### config.mk
export PLATFORM = sky130hd
export DESIGN_NAME = uart9_tx
export DESIGN_NICKNAME = d
export VERILOG_FILES = /design/src/rtl/uart9_pkg.sv /design/src/rtl/uart9_baud.sv /design/src/rtl/uart9_div16.sv /design/src/rtl/uart9_shifter.sv /design/src/rtl/uart9_tx.sv
export SDC_FILE = /design/constraint.sdc
export NUM_CORES = 1
export LEC_CHECK = 0
export CORE_ASPECT_RATIO = 0.75
export CORE_MARGIN = 4
export CORE_UTILIZATION = 37
export CTS_CLUSTER_DIAMETER = 150
export DETAILED_ROUTE_END_ITERATION = 6
export PLACE_DENSITY_LB_ADDON = 0.2
export SKIP_LAST_GASP = 1
export SYNTH_ARGS = -nofsm -noshare
export SYNTH_HDL_FRONTEND = slang
export SYNTH_HIERARCHICAL = 1
export SYNTH_SLANG_ARGS = --single-unit
### constraint.sdc
create_clock -name clk -period 5.4 [get_ports clk]
set_input_delay 1.62 -clock clk [delete_from_list [all_inputs] [get_ports clk]]
set_output_delay 1.62 -clock clk [all_outputs]
set_load 0.005 [all_outputs]
### src/rtl/uart9_pkg.sv
package uart9_pkg;
  // Phase of the transmit control
  typedef enum logic [1:0] {
    PH_IDLE,   // line high, byte can be taken
    PH_WAIT,   // byte held, waiting for the next counter wrap
    PH_START,  // start bit on the line
    PH_DATA    // shift register bit 0 on the line
  } tx_phase_e;
endpackage

### src/rtl/uart9_baud.sv
module uart9_baud #(
  parameter int FAST_DIV = 2,
  parameter int SLOW_DIV = 4
) (
  input  logic clk,
  input  logic rst_n,
  input  logic use_fixed,
  input  logic fixed_slow,
  input  logic ext_tick,
  output logic tick16
);
  localparam int MAXD = (SLOW_DIV > FAST_DIV) ? SLOW_DIV : FAST_DIV;
  localparam int PW   = (MAXD > 1) ? $clog2(MAXD) : 1;
  localparam logic [PW-1:0] FAST_LIM = PW'(FAST_DIV - 1);
  localparam logic [PW-1:0] SLOW_LIM = PW'(SLOW_DIV - 1);

  logic [PW-1:0] pre;
  logic [PW-1:0] lim;
  logic          fix_tick;

  assign lim      = fixed_slow ? SLOW_LIM : FAST_LIM;
  assign fix_tick = use_fixed && (pre >= lim);
  assign tick16   = use_fixed ? fix_tick : ext_tick;

  always_ff @(posedge clk or negedge rst_n) begin
    if (!rst_n)             pre <= '0;
    else if (!use_fixed)    pre <= '0;
    else if (pre >= lim)    pre <= '0;
    else                    pre <= pre + PW'(1);
  end

  // with the prescaler, no two oversample ticks come back to back
  a_r7_fixed_gap: assert property (@(posedge clk) disable iff (!rst_n)
    (use_fixed && tick16) |=> (!use_fixed || !tick16));
endmodule

### src/rtl/uart9_div16.sv
module uart9_div16 #(
  parameter int OVS = 16
) (
  input  logic clk,
  input  logic rst_n,
  input  logic tick16,
  output logic roll
);
  localparam int CW = (OVS > 1) ? $clog2(OVS) : 1;
  localparam logic [CW-1:0] LAST = CW'(OVS - 1);

  logic [CW-1:0] cnt;

  assign roll = tick16 && (cnt == LAST);

  always_ff @(posedge clk or negedge rst_n) begin
    if (!rst_n)      cnt <= '0;
    else if (roll)   cnt <= '0;
    else if (tick16) cnt <= cnt + CW'(1);
  end

  // wraps are never on adjacent clock edges
  a_r3_roll_spaced: assert property (@(posedge clk) disable iff (!rst_n)
    roll |=> !roll);
endmodule

### src/rtl/uart9_shifter.sv
module uart9_shifter
  import uart9_pkg::*;
#(
  parameter int DATA_W = 8
) (
  input  logic              clk,
  input  logic              rst_n,
  input  logic              roll,
  input  logic              in_valid,
  output logic              in_ready,
  input  logic [DATA_W-1:0] in_data,
  input  logic              in_bit9,
  input  logic              ti_clr,
  output logic              txd,
  output logic              ti
);
  localparam int SR_W = DATA_W + 1;

  tx_phase_e       ph;
  logic [SR_W-1:0] sr;
  logic            armed;    // first shift done, the marker bit is inside
  logic            accept;
  logic            end_pat;

  assign in_ready = (ph == PH_IDLE);
  assign accept   = in_valid && in_ready;
  // marker at position 1, ninth bit at position 0, all above zero
  assign end_pat  = armed && (sr[SR_W-1:2] == '0) && sr[1];

  always_ff @(posedge clk or negedge rst_n) begin
    if (!rst_n) begin
      ph    <= PH_IDLE;
      sr    <= '0;
      armed <= 1'b0;
    end else begin
      case (ph)
        PH_IDLE: if (accept) begin
          sr    <= {in_bit9, in_data};
          armed <= 1'b0;
          ph    <= PH_WAIT;
        end
        PH_WAIT:  if (roll) ph <= PH_START;
        PH_START: if (roll) ph <= PH_DATA;
        PH_DATA: if (roll) begin
          sr    <= {~armed, sr[SR_W-1:1]};
          armed <= 1'b1;
          if (end_pat) ph <= PH_IDLE;
        end
        default: ph <= PH_IDLE;
      endcase
    end
  end

  always_ff @(posedge clk or negedge rst_n) begin
    if (!rst_n)                                ti <= 1'b0;
    else if ((ph == PH_DATA) && roll && end_pat) ti <= 1'b1;
    else if (ti_clr)                           ti <= 1'b0;
  end

  always_comb begin
    case (ph)
      PH_START: txd = 1'b0;
      PH_DATA:  txd = sr[0];
      default:  txd = 1'b1;
    endcase
  end

  // a taken byte closes the handshake on the next cycle
  a_r5_accept_blocks: assert property (@(posedge clk) disable iff (!rst_n)
    accept |=> !in_ready);
  // done flag rises together with the line going high again
  a_r4_ti_with_stop: assert property (@(posedge clk) disable iff (!rst_n)
    $rose(ti) |-> (txd && in_ready));
  // flag holds without a clear
  a_r6_ti_sticky: assert property (@(posedge clk) disable iff (!rst_n)
    (ti && !ti_clr) |=> ti);
  // leaving the wait phase puts a low start bit on the line
  a_r2_start_low: assert property (@(posedge clk) disable iff (!rst_n)
    ((ph == PH_WAIT) && roll) |=> !txd);
endmodule

### src/rtl/uart9_tx.sv
module uart9_tx #(
  parameter int DATA_W   = 8,
  parameter int OVS      = 16,
  parameter int FAST_DIV = 2,
  parameter int SLOW_DIV = 4
) (
  input  logic              clk,
  input  logic              rst_n,
  input  logic              use_fixed,
  input  logic              fixed_slow,
  input  logic              ext_tick,
  input  logic              in_valid,
  output logic              in_ready,
  input  logic [DATA_W-1:0] in_data,
  input  logic              in_bit9,
  output logic              txd,
  output logic              ti,
  input  logic              ti_clr
);
  logic tick16;
  logic roll;

  uart9_baud #(.FAST_DIV(FAST_DIV), .SLOW_DIV(SLOW_DIV)) u_baud (
    .clk(clk), .rst_n(rst_n), .use_fixed(use_fixed), .fixed_slow(fixed_slow),
    .ext_tick(ext_tick), .tick16(tick16)
  );

  uart9_div16 #(.OVS(OVS)) u_div (
    .clk(clk), .rst_n(rst_n), .tick16(tick16), .roll(roll)
  );

  uart9_shifter #(.DATA_W(DATA_W)) u_shift (
    .clk(clk), .rst_n(rst_n), .roll(roll),
    .in_valid(in_valid), .in_ready(in_ready), .in_data(in_data),
    .in_bit9(in_bit9), .ti_clr(ti_clr), .txd(txd), .ti(ti)
  );

  // the line moves only on a counter wrap
  a_r3_txd_hold: assert property (@(posedge clk) disable iff (!rst_n)
    !roll |=> $stable(txd));
endmodule

==> results of run 1 <==
==> worst register-to-register path: stages (launching register included) <==
cell      delay [ns]
dfrtp_1         0.40
ha_1            0.29
a21oi_1         0.06
a21oi_1         0.36
nand2_1         0.12
nor2_1          0.20
nand2_1         0.14
a21boi_4        0.47
nor2_1          0.08
a21oi_1         0.15
==> final cells by class <==
type                            instances  area, um2  area share, %
Clock buffer                            3       41.3           3.19
Clock inverter                          1       5.00          0.387
Inverter                                6       22.5           1.74
Multi-Input combinational cell         75        523           40.5
Sequential cell                        19        475           36.8
Tap cell                               36       45.0           3.48
Timing Repair Buffer                   18        180           13.9
==> cells by family (layout without fill, tap and decap cells) <==
family | count (synthesis) | in the layout | synth area share [%]
buffers and inverters | 9 | 28 | 4.20
flip-flops | 19 | 19 | 45.6
multiplexers | 12 | 12 | 11.8
adder cells (fa/ha/maj) | 7 | 7 | 8.40
AND/OR/NAND/NOR | 32 | 32 | 16.0
XOR/XNOR | 1 | 1 | 0.840
AO/OA/AOI/OAI | 23 | 23 | 13.2
==> worst min-delay path by stage <==
stage                              endpoint               startpoint  cells past startpoint
finish              u_baud/pre[0]$_DFF_PN0_  u_baud/pre[0]$_DFF_PN0_                      1
global route        u_baud/pre[0]$_DFF_PN0_  u_baud/pre[0]$_DFF_PN0_                      1
CTS                 u_baud/pre[0]$_DFF_PN0_  u_baud/pre[0]$_DFF_PN0_                      1
detailed placement  u_baud/pre[0]$_DFF_PN0_  u_baud/pre[0]$_DFF_PN0_                      1
global placement    u_baud/pre[0]$_DFF_PN0_  u_baud/pre[0]$_DFF_PN0_                      1
floorplan           u_baud/pre[0]$_DFF_PN0_  u_baud/pre[0]$_DFF_PN0_                      1
==> sequential cells by signal (all words and copies together), names as in the netlist <==
signal,cells
u_baud/pre,2
u_shift/ti,1
u_shift/armed,1
u_shift/ph,2
u_shift/sr,9
u_div/cnt,4
==> cell usage in the layout, fill, tap and decap left out, types with 3 or more instances in the layout <==
| cell | synthesis | routed |
|---|---|---|
| inv_1 | 6 | 6 |
| clkbuf_8 | 0 | 3 |
| dfrtp_1 | 19 | 19 |
| mux2i_1 | 10 | 10 |
| ha_1 | 7 | 7 |
| nor2_1 | 14 | 14 |
| nand2_1 | 6 | 6 |
| o21ai_0 | 3 | 3 |
| a21oi_1 | 14 | 14 |
| clkdlybuf4s50_1 | 0 | 18 |
| nand2b_1 | 3 | 3 |
==> layer usage <==
metal	global-route usage [%]	up-vias	wire, um
li1	-	394	-
met1	14.6	342	1010
met2	16.1	12	779
met3	4.66	0	86
met4	2.27	0	0
met5	0	-	0
==> stage by stage <==
| step | worst slack, ns | hold slack, ns | instances |
|---|---|---|---|
| 2_1_floorplan | 2.15 | 0.429 | 103 |
| 3_3_place_gp | 1.46 | 0.452 | 154 |
| 3_5_place_dp | 1.35 | 0.461 | 154 |
| 4_1_cts | 1.62 | 0.471 | 158 |
| 5_1_grt | 1.37 | 0.511 | 158 |
| 6_report | 1.61 | 0.473 | 158 |
==> power groups by stage <==
stage / registers (W) / logic (W) / clock network [W]
final: 0.000251 / 0.000287 / 0.0000972
after CTS: 0.000249 / 0.000291 / 0.000100
after global placement: 0.000250 / 0.000281 / 0
after floorplan: 0.000240 / 0.000229 / 0
after global routing: 0.000256 / 0.000323 / 0.000106
after detailed placement: 0.000251 / 0.000290 / 0
==> run metrics, run 1 <==
I/O Pins=19; flops & latches, synth=19; clk root buf=clkbuf_8; unique cell type count in the Yosys netlist=25; Max-Cap Viols=0; clk_skew=0.00231 ns; drt wl/cell=between 10 and 15 um; Worst EP arrival=3.97 ns; Comb power frac=a little under half; Power Total=0.000636 W; ant diodes=0; CTS tree=built; Yosys top cell by area=dfrtp_1; worst-path maximum fanout=18; I/O Buffers=18; Vias=748; number of global-route vias before repair=a little over 700; top post-synthesis cells by area=dfrtp_1 46%, mux2i_1 9.6%, ha_1 8.4%; hold_buf cts=0; syn avg cell area=10.1 um2; r2r endpoint=u_shift/sr[7]$_DFFE_PN0P_; Rel. slew slack=roughly two fifths; Startpoint Class=input pin; cell row count=16; most numerous cell in the Yosys netlist=dfrtp_1; Final Hold Viols=0; CP endpoint=u_shift/sr[7]$_DFFE_PN0P_; DRC=0; first-pass GRT wire length=3200 um; crit path launch=fixed_slow; final worst-path cycle share=70.2%; max-slew violations=0; cell mode on critical path=a21oi_1; most frequent cells after synthesis=19 x dfrtp_1, 14 x a21oi_1, 14 x nor2_1, 10 x mux2i_1, 7 x ha_1; die footprint=3740 um2; setup TNS=0 ns; via density per instance=around 4.7; cell family with most CP delay=compound AO/OA/AOI/OAI gates; synthesized area=~1000 um2; syn nets=126; RePlAce Congestion=0.717; Area Overhead vs Synth=24.0%; share of layout cells above drive strength 1=8.20%; Die Span Y=54.0 um; Resize count post-CTS=0; Net Switching=0.000242 W; PD cells=492 nW/um2; clock power share=15.3%; Final Util=between 40% and 50%; Leak=0.535 nW; initial DRC count=14; Final setup viols=0; H-tree depth=1; worst vdd ir=232 uV; FILL cells=268; register area share after synthesis=45.6%; CTS Buf Count=3; Tightest Pin Transition=0.871 ns; Initial Utilization=39.4%; clk_lat worst skew=0.25 ns; CTS clk-pin slew, worst paths=0.07 ns; worst min path class=reg2reg; pin count of the biggest net entering global routing=20; yosys warns=6; Cell Int Power=0.000394 W; cell chain of the critical path=clkdlybuf4s50_1 -> inv_1 -> ha_1 -> a21oi_1 -> a21oi_1 -> nand2_1 -> nor2_1 -> nand2_1 -> a21boi_4 -> nor2_1 -> a21oi_1; DRT antenna net count=0; worst r2r src=u_baud/pre[1]$_DFF_PN0_; drt first pass iters=4; crit path kind=in2reg; grt total ovfl=0; sw frac=a little under two fifths; fin crit period=~3.8 ns; die width=69.3 um; Worst Path Required=5.57 ns; Top FF cell, synth=dfrtp_1; post-route cell area=1290 um2; clk sinks=19; status=complete, no violations; Post-CTS Setup Repair Bufs=0; initial antenna violation count=0; post-DP HPWL=1420 um; Layout Nets=146; slowest CP cell=a21boi_4; Worst setup EP type=flop; Synth Instances=103; Async SR Flop Fraction=100%; critical path depth in cells=11; fmax=264 MHz; WP buf/inv=2; Sequential Power Share=39.5%; CTS Buffer Depth=2; Reg2Reg Depth=9; slowest stage delay, CP=~0.47 ns; final WL=1880 um; GRT Overall Usage=between 10% and 20%; Cell Area, Placed=1250 um2; Post-synth EDFFs=0; reg-to-reg setup timing slack=3.05 ns; Yosys top cell area share=between 40% and 50%; RSZ-0062 raised after global routing=false; core area=~2600 um2
Power figures use the tool's default switching activity.
==> run 2: changes to the inputs <==
==> constraint.sdc (replaced) <==
create_clock -name clk -period 3.65 [get_ports clk]
set_input_delay 1.095 -clock clk [delete_from_list [all_inputs] [get_ports clk]]
set_output_delay 1.095 -clock clk [all_outputs]
set_load 0.005 [all_outputs]
==> run metrics, run 2 (same netlist as run 1, synthesis figures left out) <==
status=complete, no violations; Worst Path Required=2.55 ns; Tightest Pin Transition=around 0.85 ns; DRC=0; number of global-route vias before repair=732; first-pass GRT wire length=3260 um; Biggest register=u_shift/sr; worst-path maximum fanout=16; Final Hold Viols=0; slowest CP cell=ha_1; initial DRC count=44; clk root buf=clkbuf_8; cell row count=16; max reg flops=9; most common cell after layout, fill and taps aside=dfrtp_1; via density per instance=approximately 4.7; PD cells=715 nW/um2; area of the multi-input gates=about 520 um2; RSZ-0062 raised after global routing=false; post-DP HPWL=1350 um; Vias=approximately 750; WP buf/inv=1; Die Span Y=approximately 54 um; fin crit period=between 3 and 4 ns; clk_skew=0.00654 ns; Startpoint Class=flop; CTS Buf Count=3; ant diodes=0; fmax=318 MHz; pin count of the biggest net entering global routing=20; GRT Overall Usage=10.9%; Inst Count DP=155; Non-Filler Instances=159; worst min path class=reg2reg; FILL cells=250; Setup WS pre-CTS=0.373 ns; die width=69.3 um; Rel. slew slack=a little over two fifths; share of layout cells above drive strength 1=8.94%; core area=2640 um2; CTS tree=built; Sequential Area=475 um2; DRT antenna net count=0; max-slew violations=0; Initial Utilization=about two fifths; RePlAce Congestion=0.718; Resize count post-CTS=0; hold_buf cts=0; setup TNS=0 ns; busiest grt layer=met2; Top Registers=u_shift/sr: 9 flops, u_div/cnt: 4 flops; die footprint=3740 um2; initial antenna violation count=0; drt first pass iters=4; Layout Nets=about 150; I/O Buffers=18; final WL=1770 um; I/O Pins=19; H-tree depth=1; Final WS setup=0.502 ns; Worst setup EP type=output pin; grt met3 use=around 3.7%; Final setup viols=0; clk_lat worst skew=0.25 ns; grt total ovfl=0; worst vdd ir=366 uV; Leak=0.540 nW; met1 GRT Util=14.1%; CTS clk-pin slew, worst paths=0.07 ns; cell family with most CP delay=adder cells; clk sinks=19; CTS Buffer Depth=2; Max-Cap Viols=0; final worst-path cycle share=86.2%; Worst EP arrival=~2.1 ns; cell chain of the critical path=ha_1 -> nand2_1 -> o21ai_0 -> clkdlybuf4s50_1; commonest non-fill, non-tap cells in the layout=19 x dfrtp_1, 18 x clkdlybuf4s50_1, 14 x nor2_1, 14 x a21oi_1, 10 x mux2i_1; met2 usage=about 18%; drt wl/cell=11.1 um; slowest stage delay, CP=0.69 ns; Post-CTS Setup Repair Bufs=0; crit path kind=reg2out; Area Overhead vs Synth=24.7%
==> run 2: path summary, 6_finish.rpt <==
| check | start | end | slack (ns) | cells after the start |
|---|---|---|---|---|
| setup / recovery | u_shift/ph[1]$_DFFE_PN0P_ | txd | 0.50 | 4 |
| hold / removal | u_baud/pre[0]$_DFF_PN0_ | u_baud/pre[0]$_DFF_PN0_ | 0.48 | 1 |
| setup reg to reg | u_baud/pre[1]$_DFF_PN0_ | u_shift/sr[1]$_DFFE_PN0P_ | 1.58 | 9 |
| hold reg to reg | u_baud/pre[0]$_DFF_PN0_ | u_baud/pre[0]$_DFF_PN0_ | 0.48 | 1 |
| max in group asynchronous | rst_n | u_shift/ti$_DFFE_PN0P_ | 1.79 | 1 |
| min in group asynchronous | rst_n | u_div/cnt[2]$_DFFE_PN0P_ | 1.33 | 1 |
==> run 2: area by class of cell <==
class,instances,share of cell area [%]
Tap cell,36,3.46
Clock buffer,3,3.18
Multi-Input combinational cell,75,40.2
Inverter,6,1.73
Sequential cell,19,36.6
Timing Repair Buffer,19,14.4
Clock inverter,1,0.385
==> run 2: through the flow <==
stage	power (W)	utilization, %	cell area [um2]	hold WS (ns)
floorplan	0.000693	-	1040	0.429
global placement	0.000785	47.4	1250	0.456
detailed placement	0.000794	47.4	1250	0.471
CTS	0.000943	49.2	1300	0.489
global route	0.00102	49.2	1300	0.509
finish	0.000930	49.2	1300	0.479
==> run 2: power breakdown <==
part           internal [W]  switching, W  total (W)  leakage, nW
clock             0.0000758     0.0000674   0.000143       0.0255
sequential         0.000297     0.0000709   0.000367        0.224
combinational      0.000212      0.000208   0.000419        0.291
total              0.000584      0.000346   0.000930        0.540
==> run 2: layer usage <==
layer	routed length (um)	up-vias
met5	0	-
met1	931	334
met3	88	2
li1	-	393
met4	10	0
met2	736	18
